$ cat config.mk
export PLATFORM = sky130hd
export DESIGN_NAME = reg_bus_xcvr
export DESIGN_NICKNAME = d
export VERILOG_FILES = /design/src/rtl/xcvr_pkg.sv /design/src/rtl/xcvr_keeper.sv /design/src/rtl/xcvr_path.sv /design/src/rtl/reg_bus_xcvr.sv
export SDC_FILE = /design/constraint.sdc
export NUM_CORES = 1
export LEC_CHECK = 0
export BUFFER_PORTS_ARGS = -buffer_cell sky130_fd_sc_hd__buf_2
export CAP_MARGIN = 0
export CORE_UTILIZATION = 49
export DETAILED_ROUTE_END_ITERATION = 12
export PLACE_DENSITY = 0.78
export RECOVER_POWER = 25
export SYNTH_ARGS = -nofsm -noshare
export SYNTH_HDL_FRONTEND = slang
export SYNTH_HIERARCHICAL = 1
export SYNTH_SLANG_ARGS = --single-unit
$ cat constraint.sdc
create_clock -name clk -period 1.3 [get_ports clk]
set_input_delay 0.13 -clock clk [delete_from_list [all_inputs] [get_ports clk]]
set_output_delay 0.13 -clock clk [all_outputs]
set_load 0.01 [all_outputs]
$ cat src/rtl/xcvr_pkg.sv
package xcvr_pkg;

    localparam int unsigned XCVR_W = 18;

    // Source selected for a path output
    typedef enum logic {
        SRC_LIVE   = 1'b0,
        SRC_STORED = 1'b1
    } path_src_e;

    // Decoded per-path controls, common polarity
    typedef struct packed {
        logic open;   // latch transparent
        logic tick;   // one-cycle capture pulse
        logic drive;  // output enable, active high
    } path_ctrl_t;

    function automatic logic rise_seen(input logic now_v, input logic prev_v);
        return now_v & ~prev_v;
    endfunction

    function automatic path_src_e pick_src(input logic open_v);
        return open_v ? SRC_LIVE : SRC_STORED;
    endfunction

endpackage

$ cat src/rtl/xcvr_keeper.sv
module xcvr_keeper #(
    parameter int unsigned W       = 18,
    parameter bit          KEEP_EN = 1'b1
) (
    input  logic         clk,
    input  logic         rst,
    input  logic [W-1:0] raw,
    input  logic [W-1:0] vld,
    output logic [W-1:0] resolved
);

    genvar gi;
    generate
        if (KEEP_EN) begin : g_keep
            logic [W-1:0] last_q;
            for (gi = 0; gi < W; gi++) begin : g_bit
                always_ff @(posedge clk) begin
                    if (rst)
                        last_q[gi] <= 1'b0;
                    else if (vld[gi])
                        last_q[gi] <= raw[gi];
                end
                assign resolved[gi] = vld[gi] ? raw[gi] : last_q[gi];
            end
        end else begin : g_pass
            logic [W-1:0] unused_vld;
            assign unused_vld = vld;
            assign resolved   = raw;
        end
    endgenerate

endmodule

$ cat src/rtl/xcvr_path.sv
module xcvr_path
    import xcvr_pkg::*;
#(
    parameter int unsigned W      = 18,
    parameter bit          OE_LOW = 1'b0
) (
    input  logic         clk,
    input  logic         rst,
    input  logic [W-1:0] din,
    input  logic         open_i,
    input  logic         strobe_i,
    input  logic         oe_i,
    output logic [W-1:0] dout,
    output logic [W-1:0] drv
);

    logic       strobe_q;
    logic [W-1:0] store_q;
    path_ctrl_t ctl;
    path_src_e  src;

    generate
        if (OE_LOW) begin : g_oe_low
            assign ctl.drive = ~oe_i;
        end else begin : g_oe_high
            assign ctl.drive = oe_i;
        end
    endgenerate

    always_comb begin
        ctl.open = open_i;
        ctl.tick = rise_seen(strobe_i, strobe_q);
        src      = pick_src(ctl.open);
    end

    // Merged latch / edge register: open tracks, closed loads on a rising strobe
    always_ff @(posedge clk) begin
        if (rst) begin
            strobe_q <= 1'b0;
            store_q  <= '0;
        end else begin
            strobe_q <= strobe_i;
            if (ctl.open || ctl.tick)
                store_q <= din;
        end
    end

    always_comb begin
        unique case (src)
            SRC_LIVE:   dout = din;
            SRC_STORED: dout = store_q;
            default:    dout = store_q;
        endcase
        drv = {W{ctl.drive}};
    end

endmodule

$ cat src/rtl/reg_bus_xcvr.sv
module reg_bus_xcvr
    import xcvr_pkg::*;
#(
    parameter int unsigned W       = XCVR_W,
    parameter bit          KEEP_EN = 1'b1
) (
    input  logic         clk,
    input  logic         rst,
    input  logic [W-1:0] a_in,
    input  logic [W-1:0] a_vld,
    input  logic [W-1:0] b_in,
    input  logic [W-1:0] b_vld,
    input  logic         ab_open,
    input  logic         ab_strobe,
    input  logic         ab_drive,
    input  logic         ba_open,
    input  logic         ba_strobe,
    input  logic         ba_drive_n,
    output logic [W-1:0] b_out,
    output logic [W-1:0] b_drv,
    output logic [W-1:0] a_out,
    output logic [W-1:0] a_drv
);

    logic [W-1:0] a_res;
    logic [W-1:0] b_res;

    xcvr_keeper #(.W(W), .KEEP_EN(KEEP_EN)) u_keep_a (
        .clk(clk), .rst(rst), .raw(a_in), .vld(a_vld), .resolved(a_res)
    );

    xcvr_keeper #(.W(W), .KEEP_EN(KEEP_EN)) u_keep_b (
        .clk(clk), .rst(rst), .raw(b_in), .vld(b_vld), .resolved(b_res)
    );

    xcvr_path #(.W(W), .OE_LOW(1'b0)) u_path_ab (
        .clk(clk), .rst(rst), .din(a_res),
        .open_i(ab_open), .strobe_i(ab_strobe), .oe_i(ab_drive),
        .dout(b_out), .drv(b_drv)
    );

    xcvr_path #(.W(W), .OE_LOW(1'b1)) u_path_ba (
        .clk(clk), .rst(rst), .din(b_res),
        .open_i(ba_open), .strobe_i(ba_strobe), .oe_i(ba_drive_n),
        .dout(a_out), .drv(a_drv)
    );

endmodule

Yosys cells after proc, flatten, opt, wreduce, memory -nomap -nowiden
Index checks and enable logic that the tools add are counted.

cells by class
  mux-type cells = 40
  reductions and logical operators = 2
  bitwise operators = 5

operators with widths
  kind                number
  $pmux W18 S2        2
  $mux W1             38
  $not A1 Y1          3
  $and A1 B1 Y1       2
  $logic_or A1 B1 Y1  2

word-level totals
  input bits = 80
  register bits = 74
  output and inout port bits = 72

Depth between registers and ports, before layout
  depth in word-level cells = 3
  mapped depth = 5

Cells and area by module
Netlist, hierarchy kept.

modules (own cells, without submodules)
  module                  cells each  times used  area each (sq um)
  xcvr_keeper             55          2           783.3
  xcvr_path at u_path_ab  120         1           1216.2
  xcvr_path at u_path_ba  120         1           1212.4

Least setup slack after synthesis
No wires, ideal clock.

  kind = reg-to-reg
  start = reg u_path_ab.strobe_q
  end = reg u_path_ab.store_q[10]
  data required time = 1.228 ns
  cell stages (with the launch flop) = 6
  setup slack = 0.300 ns
  path buffers = 2
  arrival time = 0.928 ns
  cell sequence = dfxtp_1 > inv_1 > a21oi_4 > buf_6 > buf_12 > mux2i_1

between the ends
  word-level cells in the longest chain between the ends = 3

ends and longest elaborated chain
  item                    RTL line         RTL
  start, declared         xcvr_path.sv:17  logic strobe_q;
  start signal, assigned  xcvr_path.sv:42  strobe_q <= strobe_i;
  $not A1 Y1              xcvr_pkg.sv:19   return now_v & ~prev_v;
  $and A1 B1 Y1           xcvr_pkg.sv:19
  $logic_or A1 B1 Y1      xcvr_path.sv:43  if (ctl.open || ctl.tick)
  end signal, assigned    xcvr_path.sv:44  store_q <= din;
  end, declared           xcvr_path.sv:18  logic [W-1:0] store_q;

Every way passes these cells.
A chain may end at the register's enable or synchronous reset.

Worst setup path in the final report
  start = reg u_keep_a.g_keep.last_q[15]
  end = out b_out[15]

between the ends
  word-level cells in the longest chain between the ends = 2

ends and longest elaborated chain
  item                             RTL line            RTL
  start, declared                  xcvr_keeper.sv:15   logic [W-1:0] last_q;
  start signal, assigned by index  xcvr_keeper.sv:21   last_q[gi] <= raw[gi];
  $mux W1                          xcvr_keeper.sv:23   assign resolved[gi] = vld[gi] ? raw[gi] : last_q[gi];
  net a_res[15]                    reg_bus_xcvr.sv:25  logic [W-1:0] a_res;
  $pmux W18 S2                     xcvr_path.sv:49     unique case (src)
  end, declared                    reg_bus_xcvr.sv:19  output logic [W-1:0] b_out,

The timed path passes the listed nets, and every way through them passes these cells.

==> impl_metrics.json <==
{
  "stdcell_area_um2": 5149,
  "initial_utilization_pct": 51.17,
  "finalNetCount": 549,
  "rsz0062_at_grt": "yes",
  "clock_path_buffers": 2,
  "synth_top_cell_by_area": "dfxtp_1",
  "pre_cts_ws_ns": 0.07691,
  "ios": 152,
  "overflow": 0,
  "timing.rr.start": "u_keep_b/g_keep.last_q[14]",
  "clkSlewWorstSetupHoldPaths_ns": 0.08,
  "synth_commonest_cells": "74 x dfxtp_1, 72 x nand2b_1, 40 x mux2_2",
  "nFillCells": 593,
  "cts_num_sinks": 74,
  "ir_drop_mv": 0.5429,
  "syn_inst": 350,
  "period_needed_ns": 1.451,
  "layout.cells.non_filler": 575,
  "synth_fp_nets": 430,
  "yosys.cell_types.count": 16,
  "status": "finished, violations left",
  "setup_viol": 36,
  "synth_most_common_cell": "dfxtp_1",
  "synth_top_area_share_pct": 37.08,
  "post-route-util_pct": 65.95,
  "crit_path_top_delay_cell": "dfxtp_2",
  "cts_buffers": 9,
  "grt_pass1_wl_mm": 12.29,
  "antenna_left": 0,
  "placedCellCount": 535,
  "drc": 0,
  "crit_required_ns": 1.17,
  "fin_skew_ns": 0.01141,
  "die_area_um2": 8518,
  "leakagePower_nw": 2.442,
  "ctsHoldBuffers": 0,
  "hold_start": "ab_strobe",
  "clock-root-buffer": "clkbuf_8",
  "place_congestion": 0.6809,
  "max_freq_mhz": 689.2,
  "clock_latency_ns": 0.33,
  "synth-seq-cells": 74,
  "synth_edf_count": 0,
  "worst_pin_slew_ns": 1.069,
  "drive_gt1_share_pct": 57.93,
  "slowest_delay_ns": 0.32,
  "grt_max_degree": 66,
  "crit_type": "flop to output port",
  "startpoint_type": "flop",
  "placed_cell_area_um2": 4453,
  "cts_max_level": 3,
  "core_um2": 7807,
  "powerDensity_nw_per_um2": 1066,
  "hold_viol_final": 0,
  "postSynth.asyncResetShare_pct": 0,
  "die_h_um": 92.30,
  "synth_area_um2": 3995,
  "crit_top_cell": "mux2_4",
  "grt_pass1_vias": 2749,
  "insertedDiodeCount": 0,
  "hpwl_mm": 4.946,
  "drt_wl_total_mm": 7.796,
  "end_kind": "output port",
  "drt_pass1_iterations": 4,
  "ys_warn_count": 6,
  "hold_path_class": "primary input to flop",
  "cts_tree": "yes",
  "violations": "setup timing",
  "die_x_um": 92.30,
  "fin_crit_sh_pct": 111.6,
  "critPathLaunch": "u_keep_a/g_keep.last_q[15]",
  "path_max_fanout": 3,
  "port_buffers": 132,
  "wl_per_cell_um": 13.56,
  "drt_iter0_drc": 36,
  "routed-via-count": 2703,
  "via_per_inst": 4.701,
  "antenna_found_initial": 0,
  "layout_setup_ws_ns": -0.1509,
  "grt_usage_pct": 17.97,
  "finalMaxSlewViolations": 0,
  "avgSynthCellArea_um2": 11.41,
  "synth_flop_cell": "dfxtp_1",
  "areaGrowthSynthToFinish_pct": 28.88,
  "path_cells": "mux2_4 -> mux2_4 -> buf_6",
  "yosysSeqAreaShare_pct": 37.08,
  "arrival_ns": 1.32,
  "rows": 32,
  "maxCapViolCount": 0,
  "ys_top_cells_by_area": "dfxtp_1 37%, mux2_4 12%, mux2_2 11%",
  "slew_headroom_pct": 28.73
}
flip-flops by register name, summed over array words and instances (netlist names):
signal and cells:
u_path_ab/store_q 18, u_path_ba/strobe_q 1, u_path_ba/store_q 18, u_keep_b/g_keep.last_q 18, u_keep_a/g_keep.last_q 18, u_path_ab/strobe_q 1
path summary, 6_finish.rpt:
check | to | slack [ns] | cells past startpoint
min reg2reg | u_path_ab/store_q[11] | 0.48 | 2
max reg2reg | u_keep_b/g_keep.last_q[14] | 0.18 | 4
max | b_out[15] | -0.15 | 3
min | u_path_ab/strobe_q | 0.06 | 2
logic make-up after synthesis:
group	after synthesis	synth area share (%)
mux	108	32.32
flops	74	37.08
buf+inv	56	10.55
simple gates	110	19.23
compound gates	2	0.8143
per-stage QoR:
stage	hold WS [ns]	power, W	TNS, ns
floorplan	0.2016	0.003285	0
global placement	0.2611	0.003495	0
CTS	0.04556	0.005505	-5.131
global route	0.05556	0.005765	-6.071
finish	0.06233	0.005490	-4.529
detailed placement	0.2611	0.003531	0
report_power, final:
group | internal, W | switching [W]
combinational | 0.000811 | 0.000495
clock | 0.000925 | 0.000785
sequential | 0.00241 | 0.0000603
total | 0.00415 | 0.00134
per-layer routing:
layer / routed length [um] / vias up / track usage, %
met1: 3277 / 1260 / 21.04
met5: 0 / - / 0
li1: - / 1349 / -
met2: 4035 / 85 / 32.34
met4: 76 / 0 / 6.120
met3: 407 / 9 / 3.859
critical path, delay by kind of cell, from the launching register on:
family,cells,cell delay (ns)
mux,2,0.54
flops,1,0.32
buf+inv,1,0.12
timing repair:
action / CTS / global route
buffers inserted: 18 / 7
resized for setup: 65 / 10
gates cloned: 0 / 0
endpoints found under the setup margin: 36 / 36
final cells by class:
class	count	area [um2]	area share, %
multi-input combinational	220	2212	42.96
timing repair buffer	161	1122	21.80
sequential	74	1490	28.94
inverter	3	11.26	0.2187
clock buffer	12	145.1	2.819
tap	102	127.6	2.479
clock inverter	3	40.04	0.7776
cell usage in the layout (no fill, tap or decap), drive strengths merged:
| cell type | netlist | routed |
|---|---|---|
| a21oi | 2 | 2 |
| and2b | 8 | 8 |
| buf | 47 | 158 |
| bufinv | 0 | 1 |
| clkbuf | 6 | 15 |
| clkinv | 0 | 2 |
| dfxtp | 74 | 74 |
| inv | 3 | 3 |
| mux2 | 72 | 72 |
| mux2i | 36 | 36 |
| nand2b | 72 | 72 |
| nor2b | 30 | 30 |
(Power assumes the default switching activity.)
